## src/rtl/tpk_pkg.sv

```systemverilog
package tpk_pkg;
  localparam int unsigned BYTE_W = 8;

  localparam logic [BYTE_W-1:0] OP_WRITE  = 8'h99;
  localparam logic [BYTE_W-1:0] OP_READ   = 8'hDD;
  localparam logic [BYTE_W-1:0] END_MARK  = 8'hFE;
  localparam logic [BYTE_W-1:0] FILL_BYTE = 8'hFE;
  localparam logic [BYTE_W-1:0] ST_EMPTY  = 8'h04;
  localparam logic [BYTE_W-1:0] ST_OK     = 8'h00;

  typedef enum logic [2:0] {
    S_OPC, S_RSV, S_ADDR, S_DATA, S_PAD, S_ACC, S_DRAIN, S_RESP
  } pstate_t;

  // status byte for one read entry
  function automatic logic [BYTE_W-1:0] status_code(input logic empty);
    return empty ? ST_EMPTY : ST_OK;
  endfunction

  // byte at position 'off' within a response group
  function automatic logic [BYTE_W-1:0] group_byte(
      input logic [1:0]        off,
      input logic              filled,
      input logic [BYTE_W-1:0] a,
      input logic [BYTE_W-1:0] d,
      input logic [BYTE_W-1:0] s);
    if (!filled) return FILL_BYTE;
    case (off)
      2'd0:    return a;
      2'd1:    return d;
      2'd2:    return s;
      default: return FILL_BYTE;
    endcase
  endfunction
endpackage

```

## src/rtl/tpk_parser.sv

```systemverilog
module tpk_parser
  import tpk_pkg::*;
#(
  parameter int unsigned N  = 8,
  localparam int unsigned CW = $clog2(N + 1),
  localparam int unsigned EW = (N > 1) ? $clog2(N) : 1
) (
  input  logic              clk,
  input  logic              rst_n,
  input  logic              in_valid,
  input  logic              in_last,
  input  logic [BYTE_W-1:0] in_data,
  output logic              in_ready,
  output logic              reg_req,
  output logic              reg_we,
  output logic [BYTE_W-1:0] reg_addr,
  output logic [BYTE_W-1:0] reg_wdata,
  input  logic              reg_ack,
  input  logic [BYTE_W-1:0] reg_rdata,
  input  logic              reg_empty,
  output logic              wr_en,
  output logic [EW-1:0]     wr_idx,
  output logic [BYTE_W-1:0] wr_addr,
  output logic [BYTE_W-1:0] wr_data,
  output logic [BYTE_W-1:0] wr_st,
  output logic [CW-1:0]     ent_cnt,
  output logic              resp_active,
  input  logic              rsp_done,
  output logic              err,
  output logic              ev_access,
  output logic              ev_bad_op
);
  pstate_t           state;
  logic              rd_q, end_q, drop_q, err_q;
  logic [CW-1:0]     cnt;
  logic [BYTE_W-1:0] a_q, d_q;
  logic              take, op_ok, op_rd;
  pstate_t           fin;

  always_comb begin
    case (state)
      S_OPC, S_RSV, S_ADDR, S_DATA, S_PAD, S_DRAIN: in_ready = 1'b1;
      default:                                      in_ready = 1'b0;
    endcase
  end

  assign take  = in_valid & in_ready;
  assign op_rd = (in_data == OP_READ);
  assign op_ok = op_rd | (in_data == OP_WRITE);
  assign fin   = rd_q ? S_RESP : S_OPC;

  always_ff @(posedge clk) begin
    if (!rst_n) begin
      state  <= S_OPC;
      rd_q   <= 1'b0;
      end_q  <= 1'b0;
      drop_q <= 1'b0;
      err_q  <= 1'b0;
      cnt    <= '0;
      a_q    <= '0;
      d_q    <= '0;
    end else begin
      case (state)
        S_OPC: if (take) begin
          if (op_ok) begin
            rd_q  <= op_rd;
            cnt   <= '0;
            state <= in_last ? (op_rd ? S_RESP : S_OPC) : S_RSV;
          end else begin
            err_q  <= 1'b1;
            drop_q <= 1'b1;
            state  <= in_last ? S_OPC : S_DRAIN;
          end
        end
        S_RSV: if (take) state <= in_last ? fin : S_ADDR;
        S_ADDR: if (take) begin
          if (in_data == END_MARK) begin
            drop_q <= 1'b0;
            state  <= in_last ? fin : S_DRAIN;
          end else begin
            a_q   <= in_data;
            state <= in_last ? fin : S_DATA;
          end
        end
        S_DATA: if (take) begin
          d_q   <= in_data;
          state <= in_last ? fin : S_PAD;
        end
        S_PAD: if (take) begin
          end_q <= in_last;
          state <= S_ACC;
        end
        S_ACC: if (reg_ack) begin
          cnt   <= cnt + 1'b1;
          state <= (end_q || cnt == CW'(N - 1)) ? fin : S_ADDR;
        end
        S_DRAIN: if (take && in_last) state <= drop_q ? S_OPC : fin;
        S_RESP:  if (rsp_done) state <= S_OPC;
        default: state <= S_OPC;
      endcase
    end
  end

  assign reg_req     = (state == S_ACC);
  assign reg_we      = reg_req & ~rd_q;
  assign reg_addr    = a_q;
  assign reg_wdata   = d_q;
  assign ev_access   = reg_req & reg_ack;
  assign ev_bad_op   = (state == S_OPC) & take & ~op_ok;
  assign wr_en       = ev_access & rd_q;
  assign wr_idx      = cnt[EW-1:0];
  assign wr_addr     = a_q;
  assign wr_data     = reg_rdata;
  assign wr_st       = status_code(reg_empty);
  assign ent_cnt     = cnt;
  assign resp_active = (state == S_RESP);
  assign err         = err_q;
endmodule

```

## src/rtl/tpk_rsp_buf.sv

```systemverilog
module tpk_rsp_buf
  import tpk_pkg::*;
#(
  parameter int unsigned N  = 8,
  localparam int unsigned CW = $clog2(N + 1),
  localparam int unsigned EW = (N > 1) ? $clog2(N) : 1
) (
  input  logic              clk,
  input  logic              rst_n,
  input  logic              wr_en,
  input  logic [EW-1:0]     wr_idx,
  input  logic [BYTE_W-1:0] wr_addr,
  input  logic [BYTE_W-1:0] wr_data,
  input  logic [BYTE_W-1:0] wr_st,
  input  logic [CW-1:0]     fill_cnt,
  input  logic              active,
  input  logic              rsp_ready,
  output logic              rsp_valid,
  output logic [BYTE_W-1:0] rsp_data,
  output logic              rsp_done
);
  logic [BYTE_W-1:0] a_m [N];
  logic [BYTE_W-1:0] d_m [N];
  logic [BYTE_W-1:0] s_m [N];
  logic [EW-1:0]     grp;
  logic [1:0]        off;
  logic              hs;

  for (genvar g = 0; g < N; g++) begin : g_ent
    always_ff @(posedge clk) begin
      if (!rst_n) begin
        a_m[g] <= '0;
        d_m[g] <= '0;
        s_m[g] <= '0;
      end else if (wr_en && wr_idx == EW'(g)) begin
        a_m[g] <= wr_addr;
        d_m[g] <= wr_data;
        s_m[g] <= wr_st;
      end
    end
  end

  assign rsp_valid = active;
  assign hs        = rsp_valid & rsp_ready;
  assign rsp_done  = hs & (grp == EW'(N - 1)) & (off == 2'd2);

  always_ff @(posedge clk) begin
    if (!rst_n || !active) begin
      grp <= '0;
      off <= '0;
    end else if (hs) begin
      if (off == 2'd2) begin
        off <= '0;
        grp <= rsp_done ? '0 : grp + 1'b1;
      end else begin
        off <= off + 1'b1;
      end
    end
  end

  assign rsp_data = group_byte(off, CW'(grp) < fill_cnt, a_m[grp], d_m[grp], s_m[grp]);
endmodule

```

## src/rtl/tpk_engine.sv

```systemverilog
module tpk_engine
  import tpk_pkg::*;
#(
  parameter int unsigned MAX_ENT = 8
) (
  input  logic       clk,
  input  logic       rst_n,
  input  logic       in_valid,
  output logic       in_ready,
  input  logic [7:0] in_data,
  input  logic       in_last,
  output logic       reg_req,
  output logic       reg_we,
  output logic [7:0] reg_addr,
  output logic [7:0] reg_wdata,
  input  logic       reg_ack,
  input  logic [7:0] reg_rdata,
  input  logic       reg_empty,
  output logic       rsp_valid,
  input  logic       rsp_ready,
  output logic [7:0] rsp_data,
  output logic       err
);
  localparam int unsigned CW = $clog2(MAX_ENT + 1);
  localparam int unsigned EW = (MAX_ENT > 1) ? $clog2(MAX_ENT) : 1;

  logic              wr_en, resp_active, rsp_done;
  logic [EW-1:0]     wr_idx;
  logic [BYTE_W-1:0] wr_addr, wr_data, wr_st;
  logic [CW-1:0]     ent_cnt;
  logic              ev_access, ev_bad_op;

  tpk_parser #(.N(MAX_ENT)) u_parse (
    .clk(clk), .rst_n(rst_n),
    .in_valid(in_valid), .in_last(in_last), .in_data(in_data), .in_ready(in_ready),
    .reg_req(reg_req), .reg_we(reg_we), .reg_addr(reg_addr), .reg_wdata(reg_wdata),
    .reg_ack(reg_ack), .reg_rdata(reg_rdata), .reg_empty(reg_empty),
    .wr_en(wr_en), .wr_idx(wr_idx), .wr_addr(wr_addr), .wr_data(wr_data), .wr_st(wr_st),
    .ent_cnt(ent_cnt), .resp_active(resp_active), .rsp_done(rsp_done), .err(err),
    .ev_access(ev_access), .ev_bad_op(ev_bad_op)
  );

  tpk_rsp_buf #(.N(MAX_ENT)) u_rsp (
    .clk(clk), .rst_n(rst_n),
    .wr_en(wr_en), .wr_idx(wr_idx), .wr_addr(wr_addr), .wr_data(wr_data), .wr_st(wr_st),
    .fill_cnt(ent_cnt), .active(resp_active), .rsp_ready(rsp_ready),
    .rsp_valid(rsp_valid), .rsp_data(rsp_data), .rsp_done(rsp_done)
  );
endmodule

```

## config.mk

```make
export PLATFORM = sky130hd
export DESIGN_NAME = tpk_engine
export DESIGN_NICKNAME = d
export VERILOG_FILES = /design/src/rtl/tpk_pkg.sv /design/src/rtl/tpk_parser.sv /design/src/rtl/tpk_rsp_buf.sv /design/src/rtl/tpk_engine.sv
export SDC_FILE = /design/constraint.sdc
export NUM_CORES = 1
export LEC_CHECK = 0
export ABC_CLOCK_PERIOD_IN_PS = 8700
export BUFFER_PORTS_ARGS = -buffer_cell sky130_fd_sc_hd__buf_2
export CAP_MARGIN = 10
export CORE_AREA = 2 2 132 134
export DETAILED_ROUTE_END_ITERATION = 12
export DIE_AREA = 0 0 134 136
export GPL_ROUTABILITY_DRIVEN = 0
export PLACE_DENSITY = 0.88
export SKIP_LAST_GASP = 1
export SYNTH_ARGS = -nofsm -noshare
export SYNTH_HDL_FRONTEND = slang
export SYNTH_HIERARCHICAL = 1
export SYNTH_SLANG_ARGS = --single-unit
export TNS_END_PERCENT = 30
```

## constraint.sdc

```tcl
create_clock -name clk -period 8.7 [get_ports clk]
set_input_delay 0.435 -clock clk [delete_from_list [all_inputs] [get_ports clk]]
set_output_delay 0.435 -clock clk [all_outputs]
set_load 0.05 [all_outputs]
```

==> results of run 1 <==
sequential cells by signal (all words and copies together) (netlist names), 2 cells and up, named ones only:
| name | cells |
|---|---|
| u_parse/ent_cnt | 4 |
| u_parse/reg_wdata | 8 |
| u_rsp/s_m | 64 |
| u_rsp/a_m | 64 |
| u_parse/reg_addr | 8 |
| u_parse/state | 3 |
| u_rsp/off | 2 |
| u_rsp/grp | 3 |
| u_rsp/d_m | 64 |
cells in the mapped netlist (all sizes together), types with 2 or more instances:
cell	count
nor3	6
nand2b	7
o31a	2
nor2	34
o31ai	2
inv	9
and3b	2
nor2b	6
a22oi	21
and3	3
and4b	2
dfxtp	35
nand3b	3
o21ai	12
a31oi	3
o22ai	2
nand4	10
and2	194
mux4	45
a211oi	3
mux2i	18
o21a	2
clkbuf	25
buf	48
nor4	3
a21boi	2
ha	5
a21oi	16
or3	3
nor3b	2
nor4b	2
and4	2
a311oi	3
nor4bb	2
nand3	5
nand4b	3
edfxtp	192
xor2	2
nand2	30
where the power goes:
part,leakage [nW],internal (mW),switching (mW)
clock,0.361,0.574,0.398
sequential,2.25,1.21,0.0269
combinational,1.69,0.0391,0.0809
final timing paths:
check	start	to	slack, ns	cells past startpoint
setup / recovery	flip-flop	rsp_data[2]	5.30	5
hold / removal	in_data[3]	u_parse/reg_wdata[3]$_SDFFE_PN0P_	0.21	3
setup reg to reg	u_parse/state[0]$_SDFFE_PN0P_	u_rsp/s_m[1][5]$_SDFFCE_PN0P_	5.39	5
hold reg to reg	u_parse/reg_wdata[2]$_SDFFE_PN0P_	u_parse/reg_wdata[2]$_SDFFE_PN0P_	0.46	2
layer usage:
layer | vias up | share of wire, % | track usage (%)
li1 | 2927 | - | -
met1 | 3319 | 37 | 35.1
met2 | 406 | 50 | 48.7
met3 | 89 | 8.9 | 4.51
met4 | 0 | 4.2 | 13.1
met5 | - | 0 | 0
critical path, cell delays in order, from the launching register on:
cell and delay (ns):
dfxtp_2 0.31, buf_4 0.70, mux4_2 0.62, a22oi_1 0.32, nand4_1 0.17, buf_2 0.26
kinds of logic (layout without fill, tap and decap cells):
family,after synthesis,in the layout
compound gates,80,80
xor+xnor,2,2
fa+ha+maj,5,5
buf+inv,82,119
flops,227,227
mux,64,64
other cells,1,7
simple gates,322,322
layout make-up:
cell class	instances	share of cell area, %
sequential	227	55.0
multi-input combinational	480	32.7
clock buffer	32	5.43
timing repair buffer	69	3.32
tap	225	2.39
clock inverter	9	0.872
inverter	9	0.287
stage by stage:
step	util, %	area, µm²	hold WS, ns	total power [mW]	cells
global placement	65.3	11000	0.440	1.37	1010
global route	69.7	11800	0.218	2.39	1051
finish	69.7	11800	0.207	2.33	1051
detailed placement	65.3	11000	0.449	1.38	1010
CTS	69.7	11800	0.195	2.34	1051
floorplan	-	10700	0.467	1.34	789
==> results.sh, run 1 <==
export IMPL_synth_edf_count=192
export IMPL_synth_avg_cell_area_um2=13.6
export IMPL_portBuffers=51
export IMPL_dr_pass1_iters=5
export IMPL_grt_pass1_wl_um=38600
export IMPL_final_common_cell="and2_1"
export IMPL_grt_pass1_vias=7083
export IMPL_grt_ovfl_total=0
export IMPL_slew_headroom_pct=26.7
export IMPL_worst_setup_path_type="flip-flop to output port"
export IMPL_drv_cap=0
export IMPL_netlist_instances=783
export IMPL_cts_tree="built"
export IMPL_core_area_um2=16900
export IMPL_crit_path_end_kind="output port"
export IMPL_dp_final_hpwl_um=15200
export IMPL_drt_iter0_markers=812
export IMPL_synth_top_family_by_area="simple AND/OR/NAND/NOR gates"
export IMPL_synth_xor_area_share_pct=0.164
export IMPL_syn_area_um2=10700
export IMPL_drc=0
export IMPL_crit_path_start_kind="flip-flop"
export IMPL_detailedPlace_worstSlack_ns=5.48
export IMPL_htree_levels=1
export IMPL_clock_path_buffers=3
export IMPL_worstPathMaxFanout=49
export IMPL_dieArea_um2=18200
export IMPL_ys_seq_elements=227
export IMPL_most_common_layout_cells="and2_1 (194), edfxtp_1 (192), buf_2 (51), mux4_2 (45), nor2_1 (34)"
export IMPL_cts_hold_buf=0
export IMPL_yosysTopAreaCell="edfxtp_1"
export IMPL_clockRootBuffer="clkbuf_16"
export IMPL_wl_per_cell_um=23.9
export IMPL_final_nets=838
export IMPL_fmaxAchievable_mhz=294
export IMPL_synthMuxAreaShare_pct=11.3
export IMPL_grtUsageTotal_pct=28.2
export IMPL_numCtsBuffers=23
export IMPL_synth_area_top_cells="edfxtp_1 (54%), and2_1 (11%), mux4_2 (9.5%), dfxtp_1 (6.6%), buf_4 (2.0%)"
export IMPL_final_hold_viol_count=0
export IMPL_routed_via_count=6741
export IMPL_final_period_utilization_pct=39.1
export IMPL_grt_start_max_net_pins=51
export IMPL_area_growth_pct=10.1
export IMPL_yosysSeqAreaShare_pct=60.5
export IMPL_cp_arrival_ns=2.97
export IMPL_clkSinkCount=227
export IMPL_ys_warnings_count=6
export IMPL_antenna_found_initial=0
export IMPL_maxSlewViolCount=0
export IMPL_fillers=1063
export IMPL_n_antenna_cell=0
export IMPL_setup_viol=0
export IMPL_synth_adder_area_share_pct=0.586
export IMPL_cp_required_ns=8.27
export IMPL_synth_flop_cell="edfxtp_1"
export IMPL_ios=52
export IMPL_multi_input_area_um2=3850
export IMPL_finalCriticalPeriod_ns=3.40
export IMPL_rows=48
export IMPL_irDropWorstVdd_uv=154
export IMPL_path_clk_slew_ns=0.06
export IMPL_synthSimpleGateAreaFrac_pct=17.9
export IMPL_synth_compound_area_share_pct=5.32
export IMPL_powerDensity_nw_per_um2=198
export IMPL_synthArstFlopShare_pct=0
export IMPL_synthDistinctLibCells=63
export IMPL_rsz0062_at_grt="false"
export IMPL_tns_ns=0
export IMPL_drive_above_1_share_pct=20.0
export IMPL_post_cts_resized=0
export IMPL_start_util_pct=63.3
export IMPL_cts_setup_buffers=0
export IMPL_status="complete, no violations"
export IMPL_routed_wl_um=25200
export IMPL_via_per_inst=6.41
export IMPL_worst_slew_pin_slew_ns=1.09
export IMPL_die_y_um=136
export IMPL_die_w_um=134
export IMPL_hold_path_class="primary input to flip-flop"
export IMPL_worst_slack_ns=5.30
export IMPL_postRouteAntennaNets=0
export IMPL_synth_top_area_share_pct=54.0
export IMPL_p_leak_nw=4.30
export IMPL_finClkSkew_ns=0.00897
export IMPL_worstSkewPairLatency_ns=0.51
export IMPL_final_seq_area_um2=6470
Note: power is estimated with default switching activity, not from simulation.
==> run 2, diff against run 1 <==
Settings changed: ABC_CLOCK_PERIOD_IN_PS 8700 to 3070, CORE_AREA 2 2 132 134 to 2 2 142 144, DIE_AREA 0 0 134 136 to 0 0 144 146, PLACE_DENSITY 0.88 to 0.81.
Clock period 8.7 ns to 3.07 ns, I/O delays scaled along.
==> results.sh, run 2 (synthesis results as in run 1) <==
export IMPL_status="complete, no violations"
export IMPL_final_hold_viol_count=0
export IMPL_finalCriticalPeriod_ns=2.87
export IMPL_crit_path_end_kind="output port"
export IMPL_cp_required_ns=2.92
export IMPL_hold_end="u_rsp/d_m[2][4]$_SDFFCE_PN0P_"
export IMPL_cp_slowest_stage_delay_ns=0.66
export IMPL_rows=51
export IMPL_p_leak_nw=4.47
export IMPL_rsz0062_at_grt="false"
export IMPL_clock_path_buffers=3
export IMPL_routed_via_count=6538
export IMPL_via_per_inst=5.84
export IMPL_dr_pass1_iters=5
export IMPL_finClkSkew_ns=0.0128
export IMPL_clockRootBuffer="clkbuf_16"
export IMPL_numCtsBuffers=24
export IMPL_fillers=1362
export IMPL_numPlacedInstances=1065
export IMPL_setup_viol=0
export IMPL_worstSkewPairLatency_ns=0.52
export IMPL_reg2reg_from="u_parse/state[2]$_SDFFE_PN0P_"
export IMPL_worstPathMaxFanout=11
export IMPL_maxSlewViolCount=0
export IMPL_crit_chain="inv_1 > ha_1 > a211oi_1 > a21o_1 > nand4_1 > buf_2"
export IMPL_htree_levels=1
export IMPL_final_seq_area_um2=6470
export IMPL_cts_tree="built"
export IMPL_r2r_slack_ns=0.53
export IMPL_most_common_layout_cells="and2_1 (194), edfxtp_1 (192), buf_2 (51), mux4_2 (45), nor2_1 (34)"
export IMPL_antenna_found_initial=0
export IMPL_drt_iter0_markers=635
export IMPL_grt_start_max_net_pins=28
export IMPL_area_growth_pct=13.6
export IMPL_critPathSlowestCell="dfxtp_1"
export IMPL_final_period_utilization_pct=93.5
export IMPL_core_area_um2=19300
export IMPL_portBuffers=51
export IMPL_grt_pass1_wl_um=37300
export IMPL_stdcell_area_um2=12100
export IMPL_placed_cell_area_um2=11200
export IMPL_cp_arrival_ns=2.72
export IMPL_drv_cap=0
export IMPL_postRouteAntennaNets=0
export IMPL_hold_path_class="primary input to flip-flop"
export IMPL_final_nets=866
export IMPL_drive_above_1_share_pct=21.4
export IMPL_multi_input_area_um2=3850
export IMPL_reg2reg_depth=5
export IMPL_crit_path_start_kind="flip-flop"
export IMPL_slew_headroom_pct=49.8
export IMPL_hold_depth=2
export IMPL_dieArea_um2=21000
export IMPL_grt_ovfl_total=0
export IMPL_post_cts_resized=0
export IMPL_clkSinkCount=227
export IMPL_dp_final_hpwl_um=14500
export IMPL_drc=0
export IMPL_start_util_pct=55.3
export IMPL_worst_setup_path_type="flip-flop to output port"
export IMPL_hold_start="reg_rdata[4]"
export IMPL_final_common_cell="and2_1"
export IMPL_wl_per_cell_um=21.5
export IMPL_die_w_um=144
export IMPL_worst_slew_pin_slew_ns=0.752
export IMPL_grt_pass1_vias=6578
export IMPL_instances_no_fill=1120
export IMPL_path_clk_slew_ns=0.06
export IMPL_routed_wl_um=24000
export IMPL_powerDensity_nw_per_um2=556
export IMPL_irDropWorstVdd_uv=428
export IMPL_fmaxAchievable_mhz=348
export IMPL_grtUsageTotal_pct=23.3
export IMPL_top_regs="u_rsp/a_m: 64 flops, u_rsp/d_m: 64 flops, u_rsp/s_m: 64 flops"
export IMPL_die_y_um=146
export IMPL_ios=52
export IMPL_n_antenna_cell=0
export IMPL_r2r_end="u_rsp/a_m[4][3]$_SDFFCE_PN0P_"
## run 2: cell types whose count changed in the layout (fill, tap and decap cells not counted), moves of 2 or more
cell	previous run	this run
buf_4	18	31
dlygate4sd3_1	0	11
buf_12	0	2
clkbuf_16	23	25
## run 2: how the worst max path moves through the flow
stage | start | end | slack (ns) | cells past startpoint
after floorplan | u_parse/state[2]$_SDFFE_PN0P_ | u_rsp/a_m[1][0]$_SDFFCE_PN0P_ | -0.39 | 6
after global placement | u_parse/state[2]$_SDFFE_PN0P_ | u_rsp/d_m[4][4]$_SDFFCE_PN0P_ | 0.63 | 5
after detailed placement | u_parse/state[2]$_SDFFE_PN0P_ | u_rsp/d_m[4][4]$_SDFFCE_PN0P_ | 0.56 | 5
after CTS | flip-flop | rsp_data[5] | 0.07 | 5
after global routing | u_parse/ent_cnt[1]$_SDFFE_PN0P_ | rsp_data[5] | 0.05 | 6
final | u_parse/ent_cnt[1]$_SDFFE_PN0P_ | rsp_data[5] | 0.20 | 6
## run 2: critical path, delay by kind of cell (launching register included)
family	cells	cell delay, ns
flip-flops	1	0.66
AND/OR/NAND/NOR	1	0.26
AO/OA/AOI/OAI	2	0.67
buffers and inverters	2	0.39
adder cells (fa/ha/maj)	1	0.21
## run 2: per-stage QoR
step                util [%]  TNS (ns)  setup WS, ns  power, mW  hold WS (ns)
floorplan                  -    -55.63        -0.388       3.81         0.271
finish                  62.8         0         0.200       6.74        0.0130
global route            62.8         0        0.0550       6.92        0.0135
detailed placement      58.0         0         0.556       3.90         0.438
CTS                     62.6         0        0.0667       6.76       0.00792
global placement        58.0         0         0.627       3.89         0.428
## run 2: timing repair
action / CTS / global route
hold buffers: 11 / 0
endpoints found under the setup margin: 0 / 1
buffers inserted: 0 / 1
hold endpoints to repair: 24 / 0
## run 2: area by class of cell
cell class                      instances  share of cell area [%]
Multi-Input combinational cell        480                    31.7
Clock buffer                           33                    5.65
Timing Repair Buffer                   96                    5.48
Clock inverter                         10                   0.835
Sequential cell                       227                    53.3
Tap cell                              265                    2.73
Inverter                                9                   0.278
## run 2: layer usage
metal / track usage [%] / share of wire [%]
met1: 33.8 / 42
met2: 37.7 / 49
met3: 3.52 / 7.0
met4: 5.20 / 2.0
met5: 0 / 0
## run 2: power breakdown
group	internal (mW)	switching, mW	total, mW
Combinational	0.125	0.233	0.357
Clock	1.73	1.16	2.89
Sequential	3.44	0.0622	3.50
Total	5.29	1.46	6.74
==> run 3, diff against run 2 <==
Settings changed: ABC_CLOCK_PERIOD_IN_PS 3070 to 3400, CORE_AREA 2 2 142 144 to 2 2 132 134, DIE_AREA 0 0 144 146 to 0 0 134 136, PLACE_DENSITY 0.81 to 0.88.
Clock period 3.07 ns to 3.4 ns, I/O delays scaled along.
==> results.sh, run 3 (synthesis results as in run 1) <==
export IMPL_n_antenna_cell=0
export IMPL_routed_wl_um=25100
export IMPL_path_clk_slew_ns=0.06
export IMPL_clkSinkCount=227
export IMPL_slew_headroom_pct=27.9
export IMPL_crit_path_end_kind="output port"
export IMPL_die_y_um=136
export IMPL_grt_start_max_net_pins=32
export IMPL_crit_path_start_kind="flip-flop"
export IMPL_drt_iter0_markers=674
export IMPL_worst_slew_pin_slew_ns=1.07
export IMPL_instances_no_fill=1069
export IMPL_cp_arrival_ns=2.97
export IMPL_clockRootBuffer="clkbuf_16"
export IMPL_drc=0
export IMPL_stdcell_area_um2=12000
export IMPL_post_cts_resized=0
export IMPL_antenna_found_initial=0
export IMPL_grt_pass1_wl_um=38500
export IMPL_via_per_inst=6.38
export IMPL_final_nets=854
export IMPL_dp_final_hpwl_um=15200
export IMPL_status="complete, no violations"
export IMPL_routed_via_count=6820
export IMPL_cts_setup_buffers=0
export IMPL_powerDensity_nw_per_um2=509
export IMPL_maxSlewViolCount=0
export IMPL_die_w_um=134
export IMPL_fmaxAchievable_mhz=318
export IMPL_final_hold_viol_count=0
export IMPL_rsz0062_at_grt="false"
export IMPL_postRouteAntennaNets=0
export IMPL_worst_setup_path_type="flip-flop to output port"
export IMPL_reg2reg_from="u_parse/state[0]$_SDFFE_PN0P_"
export IMPL_final_common_cell="and2_1"
export IMPL_drv_cap=0
export IMPL_irDropWorstVdd_uv=360
export IMPL_hold_path_class="primary input to flip-flop"
export IMPL_start_util_pct=63.3
export IMPL_dieArea_um2=18200
export IMPL_most_common_layout_cells="and2_1 (194), edfxtp_1 (192), buf_2 (51), mux4_2 (45), nor2_1 (34)"
export IMPL_p_leak_nw=4.40
export IMPL_hold_start="reg_rdata[3]"
export IMPL_area_growth_pct=11.9
export IMPL_finalPower_mw=6.09
export IMPL_ios=52
export IMPL_portBuffers=51
export IMPL_grt_pass1_vias=7072
export IMPL_htree_levels=1
export IMPL_cp_required_ns=3.23
export IMPL_cts_tree="built"
export IMPL_r2r_slack_ns=0.56
export IMPL_top_regs="u_rsp/a_m: 64 flops, u_rsp/d_m: 64 flops, u_rsp/s_m: 64 flops"
export IMPL_grt_ovfl_total=0
export IMPL_rows=48
export IMPL_worstSkewPairLatency_ns=0.51
export IMPL_dr_pass1_iters=5
export IMPL_final_period_utilization_pct=92.4
export IMPL_core_area_um2=16900
export IMPL_drive_above_1_share_pct=20.4
export IMPL_finalCriticalPeriod_ns=3.14
export IMPL_placed_cell_area_um2=11100
export IMPL_worstPathMaxFanout=31
export IMPL_wl_per_cell_um=23.5
export IMPL_finClkSkew_ns=0.0129
export IMPL_fillers=1037
export IMPL_grtUsageTotal_pct=28.1
export IMPL_numCtsBuffers=24
export IMPL_numPlacedInstances=1016
export IMPL_setup_viol=0
export IMPL_clock_path_buffers=3
[run 3: cell count changes in the layout (fill, tap and decap cells not counted), moves of 2 or more]
cell and delta:
buf_4 -8, clkbuf_8 -3, clkinv_1 +2, clkinv_2 +2, dlygate4sd3_1 -2
[run 3: layer usage]
| layer | up-vias | GRT usage [%] | routed length, µm |
|---|---|---|---|
| met3 | 82 | 6.00 | 2120 |
| li1 | 2956 | - | - |
| met5 | - | 0 | 0 |
| met2 | 398 | 48.7 | 12900 |
| met1 | 3384 | 33.9 | 9130 |
| met4 | 0 | 13.3 | 949 |
[run 3: cell type report]
cell class                 instances  area [µm²]  share of cell area, %
clock buffer                      30         644                   5.39
timing repair buffer              84         538                   4.50
multi-input combinational        480        3850                   32.2
sequential                       227        6470                   54.1
tap                              225         282                   2.35
inverter                           9        33.8                  0.283
clock inverter                    14         141                   1.18
[run 3: what timing repair did]
| action | CTS | global route |
|---|---|---|
| setup endpoints to repair | 0 | 0 |
| hold buffers | 9 | 0 |
| hold endpoints to repair | 18 | 0 |
[run 3: worst max-delay path, stage by stage, from the launching register on]
cell and delay, ns:
dfxtp_2 0.86, buf_4 0.43, mux4_2 0.36, a22oi_1 0.34
nand4_1 0.19, buf_2 0.27
[run 3: where the power goes]
part           leakage (nW)  internal, mW  total [mW]  switching, mW
sequential             2.25          3.11        3.17         0.0693
combinational          1.76         0.108       0.314          0.205
clock                 0.384          1.57        2.60           1.03
total                  4.40          4.78        6.09           1.31
[run 3: through the flow]
| stage | utilization [%] | hold WS [ns] | worst slack (ns) | TNS [ns] |
|---|---|---|---|---|
| after global routing | 70.8 | 0.0263 | 0.202 | 0 |
| after global placement | 65.7 | 0.440 | 0.857 | 0 |
| after detailed placement | 65.7 | 0.448 | 0.655 | 0 |
| after floorplan | - | 0.288 | -0.0578 | -8.11 |
| after CTS | 70.8 | 0.00513 | 0.282 | 0 |
| final | 70.8 | 0.0216 | 0.259 | 0 |
[run 3: final timing paths]
| kind | depth (start not counted) | to |
|---|---|---|
| hold / removal | 2 | u_rsp/d_m[0][3]$_SDFFCE_PN0P_ |
| hold reg to reg | 2 | u_parse/reg_wdata[4]$_SDFFE_PN0P_ |
| setup reg to reg | 5 | u_rsp/d_m[0][0]$_SDFFCE_PN0P_ |
| setup / recovery | 5 | rsp_data[7] |
